File: config.mk
export PLATFORM = sky130hd
export DESIGN_NAME = lcd_timing_gen
export DESIGN_NICKNAME = d
export VERILOG_FILES = /design/src/rtl/lcdt_pkg.sv /design/src/rtl/lcdt_dot_fsm.sv /design/src/rtl/lcdt_line_ctr.sv /design/src/rtl/lcdt_view_regs.sv /design/src/rtl/lcd_timing_gen.sv
export SDC_FILE = /design/constraint.sdc
export NUM_CORES = 1
export LEC_CHECK = 0
export BUFFER_PORTS_ARGS = -buffer_cell sky130_fd_sc_hd__buf_2
export CELL_PAD_IN_SITES_DETAIL_PLACEMENT = 0
export CELL_PAD_IN_SITES_GLOBAL_PLACEMENT = 2
export CORE_MARGIN = 1
export CORE_UTILIZATION = 31
export DETAILED_ROUTE_END_ITERATION = 10
export PLACE_DENSITY_LB_ADDON = 0.1
export REMOVE_ABC_BUFFERS = 1
export SLEW_MARGIN = 20
export SYNTH_ARGS = -nofsm -noshare
export SYNTH_HDL_FRONTEND = slang
export SYNTH_SLANG_ARGS = --single-unit
File: constraint.sdc
create_clock -name clk -period 2.2 [get_ports clk]
set_input_delay 0.44 -clock clk [delete_from_list [all_inputs] [get_ports clk]]
set_output_delay 0.44 -clock clk [all_outputs]
set_load 0.05 [all_outputs]
File: src/rtl/lcdt_pkg.sv
package lcdt_pkg;

    // Horizontal phase of the dot sequencer
    typedef enum logic [0:0] {
        PH_DRAW   = 1'b0,
        PH_HBLANK = 1'b1
    } phase_e;

    // Vertical region of the line counter
    typedef enum logic [1:0] {
        VR_VISIBLE = 2'd0,
        VR_VBLANK  = 2'd1,
        VR_FINAL   = 2'd2
    } vregion_e;

    // Interrupt request bit positions
    localparam int IRQ_VBL  = 0;
    localparam int IRQ_HBL  = 1;
    localparam int IRQ_COIN = 2;
    localparam int IRQ_W    = 3;

endpackage

File: src/rtl/lcdt_dot_fsm.sv
module lcdt_dot_fsm
    import lcdt_pkg::*;
#(
    parameter int ACTIVE_DOTS = 256,
    parameter int BLANK_DOTS  = 99
) (
    input  logic   clk,
    input  logic   rst_n,
    input  logic   dot_en,
    output phase_e phase,
    output logic   hb_start,
    output logic   line_adv
);
    localparam int DOT_MAX = (ACTIVE_DOTS > BLANK_DOTS) ? ACTIVE_DOTS : BLANK_DOTS;
    localparam int DOT_W   = $clog2(DOT_MAX + 1);
    localparam logic [DOT_W-1:0] ACT_LAST = DOT_W'(ACTIVE_DOTS - 1);
    localparam logic [DOT_W-1:0] BLK_LAST = DOT_W'(BLANK_DOTS - 1);

    phase_e           state_q, state_d;
    logic [DOT_W-1:0] dot_q, dot_d;

    // State register
    always_ff @(posedge clk) begin
        if (!rst_n) begin
            state_q <= PH_DRAW;
            dot_q   <= '0;
        end else begin
            state_q <= state_d;
            dot_q   <= dot_d;
        end
    end

    // Next state
    always_comb begin
        state_d = state_q;
        dot_d   = dot_q;
        if (dot_en) begin
            unique case (state_q)
                PH_DRAW: begin
                    if (dot_q == ACT_LAST) begin
                        state_d = PH_HBLANK;
                        dot_d   = '0;
                    end else begin
                        dot_d = dot_q + DOT_W'(1);
                    end
                end
                PH_HBLANK: begin
                    if (dot_q == BLK_LAST) begin
                        state_d = PH_DRAW;
                        dot_d   = '0;
                    end else begin
                        dot_d = dot_q + DOT_W'(1);
                    end
                end
                default: begin
                    state_d = PH_DRAW;
                    dot_d   = '0;
                end
            endcase
        end
    end

    // Outputs: transition events
    always_comb begin
        hb_start = 1'b0;
        line_adv = 1'b0;
        unique case (state_q)
            PH_DRAW:   hb_start = dot_en && (dot_q == ACT_LAST);
            PH_HBLANK: line_adv = dot_en && (dot_q == BLK_LAST);
            default: ;
        endcase
    end

    assign phase = state_q;

    a_r11_hold_dot: assert property (@(posedge clk) disable iff (!rst_n)
        !dot_en |=> $stable(state_q) && $stable(dot_q));

    a_r2_draw_bound: assert property (@(posedge clk) disable iff (!rst_n)
        (state_q == PH_DRAW) |-> (dot_q < DOT_W'(ACTIVE_DOTS)));

    a_r2_blank_bound: assert property (@(posedge clk) disable iff (!rst_n)
        (state_q == PH_HBLANK) |-> (dot_q < DOT_W'(BLANK_DOTS)));

endmodule

File: src/rtl/lcdt_line_ctr.sv
module lcdt_line_ctr
    import lcdt_pkg::*;
#(
    parameter int VIS_LINES   = 192,
    parameter int TOTAL_LINES = 263,
    parameter int LINE_W      = $clog2(TOTAL_LINES)
) (
    input  logic              clk,
    input  logic              rst_n,
    input  logic              line_adv,
    output logic [LINE_W-1:0] line_q,
    output logic [LINE_W-1:0] next_line,
    output logic              vblank,
    output logic              vbl_start,
    output logic              fb_swap_q
);
    localparam logic [LINE_W-1:0] LAST_LINE = LINE_W'(TOTAL_LINES - 1);
    localparam logic [LINE_W-1:0] VBL_LINE  = LINE_W'(VIS_LINES);

    vregion_e reg_q, reg_d;

    assign next_line = (line_q == LAST_LINE) ? '0 : line_q + LINE_W'(1);

    // State register
    always_ff @(posedge clk) begin
        if (!rst_n) begin
            reg_q     <= VR_VISIBLE;
            line_q    <= '0;
            fb_swap_q <= 1'b0;
        end else begin
            reg_q     <= reg_d;
            fb_swap_q <= vbl_start;
            if (line_adv) begin
                line_q <= next_line;
            end
        end
    end

    // Next state and transition events
    always_comb begin
        reg_d     = reg_q;
        vbl_start = 1'b0;
        if (line_adv) begin
            unique case (reg_q)
                VR_VISIBLE: begin
                    if (next_line == VBL_LINE) begin
                        reg_d     = VR_VBLANK;
                        vbl_start = 1'b1;
                    end
                end
                VR_VBLANK: begin
                    if (next_line == LAST_LINE) begin
                        reg_d = VR_FINAL;
                    end
                end
                VR_FINAL: begin
                    reg_d = VR_VISIBLE;
                end
                default: reg_d = VR_VISIBLE;
            endcase
        end
    end

    // Outputs
    always_comb begin
        unique case (reg_q)
            VR_VBLANK: vblank = 1'b1;
            default:   vblank = 1'b0;
        endcase
    end

    a_r3_line_range: assert property (@(posedge clk) disable iff (!rst_n)
        line_q <= LAST_LINE);

    a_r4_vbl_rise_line: assert property (@(posedge clk) disable iff (!rst_n)
        $rose(vblank) |-> (line_q == VBL_LINE));

    a_r4_vbl_fall_line: assert property (@(posedge clk) disable iff (!rst_n)
        $fell(vblank) |-> (line_q == LAST_LINE));

    a_r3_line_hold: assert property (@(posedge clk) disable iff (!rst_n)
        !line_adv |=> $stable(line_q));

endmodule

File: src/rtl/lcdt_view_regs.sv
module lcdt_view_regs
    import lcdt_pkg::*;
#(
    parameter int LINE_W = 9
) (
    input  logic              clk,
    input  logic              rst_n,
    input  logic              cmp_we,
    input  logic [LINE_W-1:0] cmp_wdata,
    input  logic              en_we,
    input  logic [IRQ_W-1:0]  en_wdata,
    input  logic              line_adv,
    input  logic [LINE_W-1:0] next_line,
    input  logic              hb_start,
    input  logic              vbl_start,
    output logic              coin_q,
    output logic [IRQ_W-1:0]  irq_q
);
    logic [LINE_W-1:0] cmp_q;
    logic [IRQ_W-1:0]  en_q;
    logic              match;
    logic [IRQ_W-1:0]  irq_d;

    assign match = (next_line == cmp_q);

    always_comb begin
        irq_d           = '0;
        irq_d[IRQ_VBL]  = vbl_start && en_q[IRQ_VBL];
        irq_d[IRQ_HBL]  = hb_start && en_q[IRQ_HBL];
        irq_d[IRQ_COIN] = line_adv && match && en_q[IRQ_COIN];
    end

    always_ff @(posedge clk) begin
        if (!rst_n) begin
            cmp_q  <= '0;
            en_q   <= '0;
            coin_q <= 1'b0;
            irq_q  <= '0;
        end else begin
            irq_q <= irq_d;
            if (cmp_we) begin
                cmp_q <= cmp_wdata;
            end
            if (en_we) begin
                en_q <= en_wdata;
            end
            if (line_adv) begin
                coin_q <= match;
            end
        end
    end

    a_r6_coin_hold: assert property (@(posedge clk) disable iff (!rst_n)
        !line_adv |=> $stable(coin_q));

    a_r7_irq_needs_coin: assert property (@(posedge clk) disable iff (!rst_n)
        irq_q[IRQ_COIN] |-> coin_q);

    a_r7_irq_one_cycle: assert property (@(posedge clk) disable iff (!rst_n)
        irq_q[IRQ_COIN] |=> !irq_q[IRQ_COIN]);

endmodule

File: src/rtl/lcd_timing_gen.sv
module lcd_timing_gen
    import lcdt_pkg::*;
#(
    parameter int ACTIVE_DOTS = 256,
    parameter int BLANK_DOTS  = 99,
    parameter int VIS_LINES   = 192,
    parameter int TOTAL_LINES = 263,
    localparam int LINE_W     = $clog2(TOTAL_LINES)
) (
    input  logic              clk,
    input  logic              rst_n,
    input  logic              dot_en,
    input  logic              a_cmp_we,
    input  logic [LINE_W-1:0] a_cmp_wdata,
    input  logic              a_en_we,
    input  logic [2:0]        a_en_wdata,
    input  logic              b_cmp_we,
    input  logic [LINE_W-1:0] b_cmp_wdata,
    input  logic              b_en_we,
    input  logic [2:0]        b_en_wdata,
    output logic              hblank,
    output logic              vblank,
    output logic [LINE_W-1:0] line,
    output logic              a_coin,
    output logic              b_coin,
    output logic [2:0]        a_irq,
    output logic [2:0]        b_irq,
    output logic              fb_swap
);
    localparam int NUM_VIEWS = 2;

    phase_e            phase;
    logic              hb_start;
    logic              line_adv;
    logic              vbl_start;
    logic [LINE_W-1:0] next_line;

    logic              cmp_we_v  [NUM_VIEWS];
    logic [LINE_W-1:0] cmp_dat_v [NUM_VIEWS];
    logic              en_we_v   [NUM_VIEWS];
    logic [IRQ_W-1:0]  en_dat_v  [NUM_VIEWS];
    logic              coin_v    [NUM_VIEWS];
    logic [IRQ_W-1:0]  irq_v     [NUM_VIEWS];

    lcdt_dot_fsm #(
        .ACTIVE_DOTS (ACTIVE_DOTS),
        .BLANK_DOTS  (BLANK_DOTS)
    ) u_dot (
        .clk      (clk),
        .rst_n    (rst_n),
        .dot_en   (dot_en),
        .phase    (phase),
        .hb_start (hb_start),
        .line_adv (line_adv)
    );

    lcdt_line_ctr #(
        .VIS_LINES   (VIS_LINES),
        .TOTAL_LINES (TOTAL_LINES),
        .LINE_W      (LINE_W)
    ) u_line (
        .clk       (clk),
        .rst_n     (rst_n),
        .line_adv  (line_adv),
        .line_q    (line),
        .next_line (next_line),
        .vblank    (vblank),
        .vbl_start (vbl_start),
        .fb_swap_q (fb_swap)
    );

    assign cmp_we_v[0]  = a_cmp_we;
    assign cmp_dat_v[0] = a_cmp_wdata;
    assign en_we_v[0]   = a_en_we;
    assign en_dat_v[0]  = a_en_wdata;
    assign cmp_we_v[1]  = b_cmp_we;
    assign cmp_dat_v[1] = b_cmp_wdata;
    assign en_we_v[1]   = b_en_we;
    assign en_dat_v[1]  = b_en_wdata;

    for (genvar s = 0; s < NUM_VIEWS; s++) begin : g_view
        lcdt_view_regs #(
            .LINE_W (LINE_W)
        ) u_view (
            .clk       (clk),
            .rst_n     (rst_n),
            .cmp_we    (cmp_we_v[s]),
            .cmp_wdata (cmp_dat_v[s]),
            .en_we     (en_we_v[s]),
            .en_wdata  (en_dat_v[s]),
            .line_adv  (line_adv),
            .next_line (next_line),
            .hb_start  (hb_start),
            .vbl_start (vbl_start),
            .coin_q    (coin_v[s]),
            .irq_q     (irq_v[s])
        );
    end

    assign hblank = (phase == PH_HBLANK);
    assign a_coin = coin_v[0];
    assign b_coin = coin_v[1];
    assign a_irq  = irq_v[0];
    assign b_irq  = irq_v[1];

    a_r5_swap_at_vbl: assert property (@(posedge clk) disable iff (!rst_n)
        fb_swap |-> $rose(vblank));

    a_r8_hbl_irq_a: assert property (@(posedge clk) disable iff (!rst_n)
        a_irq[IRQ_HBL] |-> $rose(hblank));

    a_r8_hbl_irq_b: assert property (@(posedge clk) disable iff (!rst_n)
        b_irq[IRQ_HBL] |-> $rose(hblank));

    a_r9_vbl_irq_a: assert property (@(posedge clk) disable iff (!rst_n)
        a_irq[IRQ_VBL] |-> $rose(vblank));

    a_r9_vbl_irq_b: assert property (@(posedge clk) disable iff (!rst_n)
        b_irq[IRQ_VBL] |-> $rose(vblank));

    a_r2_hbl_fall_adv: assert property (@(posedge clk) disable iff (!rst_n)
        $fell(hblank) |-> (line != $past(line)));

    a_r11_no_pulse_idle: assert property (@(posedge clk) disable iff (!rst_n)
        !dot_en |=> (a_irq == '0) && (b_irq == '0) && !fb_swap);

endmodule

* Word level (Yosys, flattened, before mapping) *
Index checks and enable logic that the tools add are counted.

word-level totals
  register bits after elaboration = 54
  input port bits = 31
  output and inout bits = 20
  logic and storage cells = 54

operators by class
  add/sub/neg operators = 2
  eq/ne operators = 10
  muxes and demuxes = 16
  bitwise gates (word level) = 1
  reductions and logical operators = 12

operators by type and width
  operator             count
  $mux 9               3
  $add 9x1->9 const B  2
  $eq 9x8->1 const B   2
  $eq 9x9->1           2
  $eq 9x9->1 const B   2
  $pmux 9 s2           1
  $logic_and 1x1->1    10
  $eq 9x7->1 const B   1
  $mux 1               8
  $mux 2               2
  $ne 2x1->1 const B   2
  $pmux 2 s2           1
  $reduce_and 3->1     1
  $eq 2x1->1 const B   1
  $logic_not 2->1      1
  $pmux 1 s2           1
  $not 1->1            1

* Depth between registers and ports, before layout *
Gate-level depths: netlist (run 1).

  word-level depth = 7
  mapped depth = 10

* By module *
From an unflattened synthesis (run 1), not the netlist that was laid out.

unflattened totals
  cell total of the unflattened synthesis = 303
  area total of the unflattened synthesis = 2755.1 um^2

modules (own cells, without submodules)
  module          instances  cells an instance  area an instance (um^2)  sequential area each (um^2)
  lcdt_view_regs  2          61                 656.9                    320.3
  lcdt_line_ctr   1          108                824.5                    240.2
  lcdt_dot_fsm    1          73                 616.8                    200.2

* Least setup slack after synthesis (run 1) *
OpenSTA, ideal clock, no wires.

  path kind = register to register
  start point = register u_line.line_q[1]
  end point = register g_view[0].u_view.irq_q[2]
  setup time = 0.059 ns
  arrival time = 2.680 ns
  required time = 2.141 ns
  slack = -0.539 ns
  cell stages (with the launch flop) = 9
  buffers on the path = 1
  clock period less this slack = 2.739 ns
  cells stage by stage = dfxtp_1 ha_1 buf_4 nand4_4 or3_1 and3_1 or4_1 nor4_2 and2_1

between the ends
  cells in the longest elaborated chain, start to end = 5
  elaborated cells on any way between the ends = 6

ends and longest elaborated chain
  what                                       RTL line              text
  from (decl)                                lcdt_line_ctr.sv:11   output logic [LINE_W-1:0] line_q,
  from (signal assigned)                     lcdt_line_ctr.sv:34   line_q <= next_line;
  $add 9x1->9 or $eq 9x9->1 (tied branches)  lcdt_line_ctr.sv:22   assign next_line = (line_q == LAST_LINE) ? '0 : line_q + LINE_W'(1);
  $mux 9 (*)                                 lcdt_line_ctr.sv:22
  $eq 9x9->1 (*)                             lcdt_view_regs.sv:24  assign match = (next_line == cmp_q);
  $logic_and 1x1->1 (*) (2 in series)        lcdt_view_regs.sv:30  irq_d[IRQ_COIN] = line_adv && match && en_q[IRQ_COIN];
  to (signal assigned)                       lcdt_view_regs.sv:40  irq_q <= irq_d;
  to (decl)                                  lcdt_view_regs.sv:17  output logic [IRQ_W-1:0] irq_q

Every way passes the cells marked *; elsewhere a longest branch is shown, timed or not.
A chain may end at the register's enable or synchronous reset.

* Worst setup path in the final report (run 1) *
  start point = register u_line.line_q[4]
  end point = register g_view[0].u_view.irq_q[2]

The elaborated chain is that of the path after synthesis.

==> reports/metrics.csv, run 1 <==
metric;value;unit
syn avg cell area;9.26;um^2
Register Area;0.00110;mm^2
total power per unit cell area;465;mW/mm^2
die width;102;um
Routed Antenna Nets;0;
Peak supply drop;280;uV
Buf/Inv on CP;1;
CP top delay family;simple AND/OR/NAND/NOR gates;
Gate Count Post-Synth;332;
ant diodes;0;
min Tclk post-route;2.23;ns
ys async rst share;0;%
utilization after layout;43.9;%
Final nets;473;
Worst path max stage delay;0.54;ns
fin crit share;101;%
Post-Route WL;8570;um
Crit Path Max Fanout;5;
flops & latches, synth;54;
register area share after synthesis;35.2;%
ys flop type;dfxtp_1;
worst-path cell chain;buf_4, nand4_4, or3_4, and3_4, or4_4, nor4_4, and2_1;
Ys Warns;0;
port bufs;50;
FP Rows;35;
relative slew slack;73.8;%
setup tns final;-0.0304;ns
slowest stage cell on the critical path;or4_4;
HP Class;input pin to flip-flop;
final hold vios;0;
# IOs;51;
R2R setup slack;-0.03;ns
via density per instance;4.85;
hold path endpoint;g_view[0].u_view.en_q[2];
Clk Tree Root Cell;clkbuf_8;
initial core utilization;32.6;%
GRT Total Usage;17.1;%
WS Path Type;flip-flop to flip-flop;
Synth top area share;35.2;%
worst hold path startpoint;a_en_wdata[2];
Filler cells;965;
first-pass GRT wire length;13600;um
R2R cell count;7;
largest net degree at the start of global routing;42;
RR Endpoint;g_view[0].u_view.irq_q[2];
vias in the first global route;2648;
# setup viols final;2;
HPWL after DPL;6250;um
Clock Latency Late Sink;0.32;ns
Routed WL per cell;15.1;um
H-Tree Depth;2;
DRC Markers;0;
violated checks;setup timing;
Post-synth EDFFs;0;
Placer Congestion;0.821;
GRT overflow;0;
worst reg2reg startpoint;u_line.line_q[4];
Die Area;0.0103;mm^2
critical path startpoint category;flip-flop;
hold path depth;3;
share of layout cells above drive strength 1;38.4;%
Initial DRC Count;116;
Post-Syn Area;0.00307;mm^2
hold-fix buffers at CTS;0;
initial antenna violation count;0;
endpoint type of the worst setup path;flip-flop;
Layout area overhead;34.5;%
measured slew at the worst slew-check pin;0.387;ns
Fin Hold WS;0.369;ns
CTS Buffer Depth;2;
worst setup margin;-0.0291;ns
status;complete, but fails checks;
cts bufs inserted;5;
Maximum Capacitance Violations;0;
core footprint;0.00942;mm^2
max-slew violation count;0;
Clock Skew;0.0150;ns
RSZ-0062 raised after global routing;yes;
Synth area leaders;dfxtp_1, mux2i_1, nor2b_1;
FMAX;449;MHz
Final Power;1.92;mW
DIE HEIGHT;102;um
# clock sinks;54;
area leader, netlist;dfxtp_1;
CP Data Required Time;2.47;ns
router iterations before antenna repair;4;
CTS tree;yes;
P_leak;1.82;nW
Multi-input gate area;0.00194;mm^2
CP arrival;2.50;ns
via count;2743;
Worst-path clk slew;0.11;ns
Distinct cells, synth;69;
-- cells in the mapped netlist (5+ instances only) --
master	n
xor2_1	11
a21oi_1	8
inv_1	9
nand2_1	24
xnor2_1	8
and3_1	8
and2_1	11
nor2_1	13
ha_1	6
clkbuf_1	8
nor2b_1	28
a211oi_1	5
or3_1	5
o21ai_0	12
nand3_1	10
dfxtp_1	54
mux2i_1	26
-- sequential cells by signal (all words and copies together), names as in the netlist --
register              cells
g_view.u_view.cmp_q      18
u_dot.dot_q               9
u_dot.phase               1
g_view.u_view.en_q        6
g_view.u_view.coin_q      2
g_view.u_view.irq_q       6
u_line.fb_swap_q          1
u_line.reg_q              2
u_line.line_q             9
-- layer usage --
metal  up-vias  track usage [%]  routed length, um  share of wire, %
li1       1390                -                  -                 -
met1      1292             23.0               4200                49
met2        46             28.2               3930                46
met3        15             2.97                262               3.1
met4         0             4.68                173               2.0
met5         -                0                  0                 0
-- cell usage in the layout (no fill, tap or decap), drive strengths merged, types with 3 or more instances in the layout --
cell type and instances:
nor2 13, xor2 11, or3 6, nand4 5
clkbuf 5, nor4 6, nand2 25, nor2b 28
a21oi 9, o21ai 14, a211oi 5, or4 3
o22ai 3, a31o 3, inv 11, mux2i 26
dfxtp 54, buf 117, ha 6, xnor2 9
o31ai 3, nor3 6, and3 8, nand3 10
and2 11, a21boi 4
-- layout make-up --
type                       instances  area share, %
inverter                           9          0.817
tap                              129           3.91
timing repair buffer             117           18.8
multi-input combinational        249           47.0
clock buffer                       5           1.67
sequential                        54           26.7
clock inverter                     3           1.15
-- kinds of logic after synthesis --
kind of cell | share of synthesized area [%]
buffers and inverters | 5.58
AND/OR/NAND/NOR | 26.7
adder cells (fa/ha/maj) | 2.44
AO/OA/AOI/OAI | 14.2
XOR/XNOR | 7.41
multiplexers | 8.47
flip-flops | 35.2
-- worst reg2reg max path, stage by stage (launching register included) --
cell     delay (ns)
dfxtp_4        0.39
buf_4          0.13
nand4_4        0.09
or3_4          0.39
and3_4         0.15
or4_4          0.54
nor4_4         0.33
and2_1         0.17
-- how the worst max path moves through the flow --
stage                     cells after the start  slack (ns)                        end              from
after floorplan                               7       -0.73  g_view[0].u_view.irq_q[2]  u_line.line_q[0]
after global placement                        7       -0.11  g_view[0].u_view.irq_q[2]  u_line.line_q[0]
after detailed placement                      7       -0.19  g_view[0].u_view.irq_q[2]  u_line.line_q[0]
after CTS                                     7       -0.03  g_view[0].u_view.irq_q[2]  u_line.line_q[8]
after global routing                          7       -0.12  g_view[0].u_view.irq_q[2]  u_line.line_q[4]
final                                         7       -0.03  g_view[0].u_view.irq_q[2]  u_line.line_q[4]
-- stage by stage --
stage,std cells,setup slack [ns],cell area [um^2]
finish,566,-0.0291,4130
detailed placement,543,-0.186,3750
global placement,543,-0.109,3750
global route,566,-0.116,4130
floorplan,312,-0.730,2940
CTS,553,-0.0266,3920
-- repair_timing --
item	4_1_cts	5_1_grt
setup endpoints to repair	9	8
pin swaps	9	18
buffers inserted	2	14
resized for setup	14	30
-- power breakdown --
group | switching [mW] | internal, mW
Sequential | 0.0262 | 1.00
Clock | 0.372 | 0.348
Combinational | 0.0765 | 0.0957
Total | 0.475 | 1.45
Power figures use the tool's default switching activity.
==> run 2, diff against run 1 <==
Settings changed: CORE_UTILIZATION 31 to 30, SYNTH_HIERARCHICAL from default to 1.
==> reports/metrics.csv, run 2 <==
metric;value;unit;change
status;complete, but fails checks;;unchanged
violated checks;DRC;;was setup timing
Clock Latency Late Sink;0.30;ns;was 0.32 ns
Gate Count Post-Synth;303;;was 332
Layout area overhead;31.2;%;was 34.5%
HPWL after DPL;5300;um;was 6250 um
CTS tree;yes;;unchanged
Placer Congestion;0.779;;was 0.821
P_int;1.43;mW;was 1.45 mW
core footprint;0.00881;mm^2;was 0.00942 mm^2
Register Area;0.00109;mm^2;was 0.00110 mm^2
Synth top area share;39.2;%;was 35.2%
Synth area leaders;dfxtp_1, mux2i_1, nor2b_1;;unchanged
endpoint type of the worst setup path;flip-flop;;unchanged
GRT Total Usage;14.8;%;was 17.1%
hold-fix buffers at CTS;0;;unchanged
largest net degree at the start of global routing;19;;was 42
DIE HEIGHT;97.8;um;was 102 um
Ys Warns;6;;was 0
Clk Tree Root Cell;clkbuf_8;;unchanged
critical path startpoint category;flip-flop;;unchanged
combinational share of power;8.7;%;was 9.0%
ys flop type;dfxtp_1;;unchanged
CP Data Required Time;2.45;ns;was 2.47 ns
port bufs;50;;unchanged
WS Path Type;flip-flop to flip-flop;;unchanged
max FFs per register;18;;unchanged
worst reg2reg startpoint;u_line/line_q[0];;was u_line.line_q[4]
Post-synth EDFFs;0;;unchanged
Initial DRC Count;66;;was 116
fin crit share;96.8;%;was 101%
HP Class;input pin to flip-flop;;unchanged
FMAX;469;MHz;was 449 MHz
DRC Markers;3;;was 0
Die Area;0.00957;mm^2;was 0.0103 mm^2
register area share after synthesis;39.2;%;was 35.2%
# setup viols final;0;;was 2
H-Tree Depth;2;;unchanged
most common cell in the netlist;dfxtp_1;;unchanged
GRT overflow;0;;unchanged
Peak supply drop;246;uV;was 280 uV
first-pass GRT wire length;11300;um;was 13600 um
Maximum Capacitance Violations;0;;unchanged
ys async rst share;0;%;unchanged
syn avg cell area;9.09;um^2;was 9.26 um^2
cts bufs inserted;5;;unchanged
commonest non-fill, non-tap cells in the layout;buf_2, dfxtp_1, buf_4, nor2b_1, mux2i_1;;was buf_4, buf_2, dfxtp_1, nor2b_1, mux2i_1
commonest non-fill, non-tap cell in the layout;buf_2;;was buf_4
R2R setup slack;0.07;ns;was -0.03 ns
Fin Hold WS;0.386;ns;was 0.369 ns
share of layout cells above drive strength 1;32.8;%;was 38.4%
fin area;0.00361;mm^2;was 0.00413 mm^2
initial core utilization;31.3;%;was 32.6%
final hold vios;0;;unchanged
R2R cell count;9;;was 7
Area after DPL;0.00337;mm^2;was 0.00375 mm^2
Distinct cells, synth;47;;was 69
Final nets;425;;was 473
hold path endpoint;g_view[1].u_view/en_q[1];;was g_view[0].u_view.en_q[2]
RR Endpoint;g_view[0].u_view/irq_q[0];;was g_view[0].u_view.irq_q[2]
worst hold path startpoint;b_en_wdata[1];;was a_en_wdata[2]
relative slew slack;69.9;%;was 73.8%
sw frac;23.3;%;was 24.7%
flops & latches, synth;54;;unchanged
Clock Skew;0.00719;ns;was 0.0150 ns
Largest Register;g_view.u_view/cmp_q;;was g_view.u_view.cmp_q
via density per instance;4.70;;was 4.85
Post-synth top cells;dfxtp_1, nor2b_1, mux2i_1;;unchanged
clock network power share;36.0;%;was 37.5%
Routed WL per cell;13.8;um;was 15.1 um
CP arrival;2.38;ns;was 2.50 ns
max-slew violation count;0;;unchanged
router iterations before antenna repair;7;;was 4
# IOs;51;;unchanged
measured slew at the worst slew-check pin;0.452;ns;was 0.387 ns
hold path depth;3;;unchanged
# clock sinks;54;;unchanged
Post-Syn Area;0.00276;mm^2;was 0.00307 mm^2
vias in the first global route;2210;;was 2648
CTS Buffer Depth;2;;unchanged
RSZ-0062 raised after global routing;yes;;unchanged
ant diodes;0;;unchanged
top flop regs;g_view.u_view/cmp_q (18), u_dot/dot_q (9), u_line/line_q (9);;was g_view.u_view.cmp_q (18), u_dot.dot_q (9), u_line.line_q (9)
via count;2339;;was 2743
Multi-input gate area;0.00165;mm^2;was 0.00194 mm^2
die width;97.8;um;was 102 um
P_leak;1.63;nW;was 1.82 nW
Sw Pwr;0.436;mW;was 0.475 mW
total power per unit cell area;517;mW/mm^2;was 465 mW/mm^2
Reg power frac;55.3;%;was 53.6%
Post-Route WL;6870;um;was 8570 um
Crit Path Max Fanout;6;;was 5
min Tclk post-route;2.13;ns;was 2.23 ns
Routed Antenna Nets;0;;unchanged
Filler cells;883;;was 965
initial antenna violation count;0;;unchanged
Worst-path clk slew;0.10;ns;was 0.11 ns
FP Rows;34;;was 35
area leader, netlist;dfxtp_1;;unchanged
run 2: cell types whose count changed after synthesis, sizes merged, moves of 4 or more:
cell,previous run,this run
nand2,25,17
nor2,13,21
xor2,11,19
and2,11,4
nand3b,1,8
a211oi,5,0
nand4,5,10
clkbuf,11,7
run 2: through the flow:
step | TNS, ns | setup WS [ns] | power (mW) | utilization (%) | cells
floorplan | -2.40 | -0.355 | 1.14 | - | 290
global placement | -0.350 | -0.0999 | 1.22 | 38.3 | 486
detailed placement | -0.402 | -0.116 | 1.22 | 38.3 | 486
CTS | 0 | 0.000612 | 1.91 | 39.7 | 494
global route | -0.0117 | -0.0117 | 1.97 | 41.0 | 498
finish | 0 | 0.0698 | 1.87 | 41.0 | 498
run 2: logic make-up (layout without fill, tap and decap cells):
group	count (synthesis)	after routing	share of synthesized area, %
and+or+nand+nor	135	135	29.0
muxes	27	27	9.85
DFF	54	54	39.2
AOI/OAI and AO/OA	32	32	8.04
xor gates and xnor gates	25	25	7.95
buffers and inverters	25	112	3.63
adders and majority gates	5	5	2.27
run 2: worst max-delay path, cell delays in order (launching register included):
cell     delay (ns)
dfxtp_2        0.36
buf_6          0.11
ha_4           0.13
buf_6          0.12
inv_1          0.05
or3_4          0.37
a211o_1        0.30
or4_4          0.44
inv_1          0.08
and3_1         0.14
run 2: final cells by class:
cell class / instances / area share [%]
repair buffers: 92 / 16.1
clock inverters: 2 / 1.04
inverters: 12 / 1.25
well taps: 108 / 3.74
clock buffers: 6 / 2.01
flip-flops and latches: 54 / 30.1
multi-input cells: 224 / 45.8
run 2: power by group through the flow:
stage | clock [mW] | combinational [mW] | sequential [mW]
CTS | 0.711 | 0.166 | 1.03
floorplan | 0 | 0.0865 | 1.05
detailed placement | 0 | 0.165 | 1.06
global placement | 0 | 0.165 | 1.06
finish | 0.672 | 0.163 | 1.03
global route | 0.748 | 0.183 | 1.04
run 2: timing repair:
action / CTS / global route
pin swaps: 1 / 8
cloned: 0 / 0
gates resized for setup: 7 / 22
buffers inserted: 0 / 4
setup endpoints to repair: 7 / 11
run 2: worst max-delay path by stage:
stage / start / end / slack, ns / cells after the start
2_1_floorplan: u_line/line_q[0] / g_view[0].u_view/irq_q[0] / -0.35 / 7
4_1_cts: u_line/line_q[0] / g_view[0].u_view/irq_q[0] / 0.0006 / 9
3_5_place_dp: u_dot/dot_q[7] / g_view[1].u_view/irq_q[2] / -0.12 / 8
5_1_grt: u_line/line_q[0] / g_view[1].u_view/irq_q[2] / -0.01 / 9
6_report: u_line/line_q[0] / g_view[0].u_view/irq_q[0] / 0.07 / 9
3_3_place_gp: u_dot/dot_q[7] / g_view[1].u_view/irq_q[2] / -0.1 / 8
run 2: layer usage:
metal	track usage, %	up-vias	routed length [um]
met5	0	-	0
met4	3.85	0	48
met3	2.93	5	273
met2	23.0	40	3090
met1	20.8	1067	3470
li1	-	1227	-
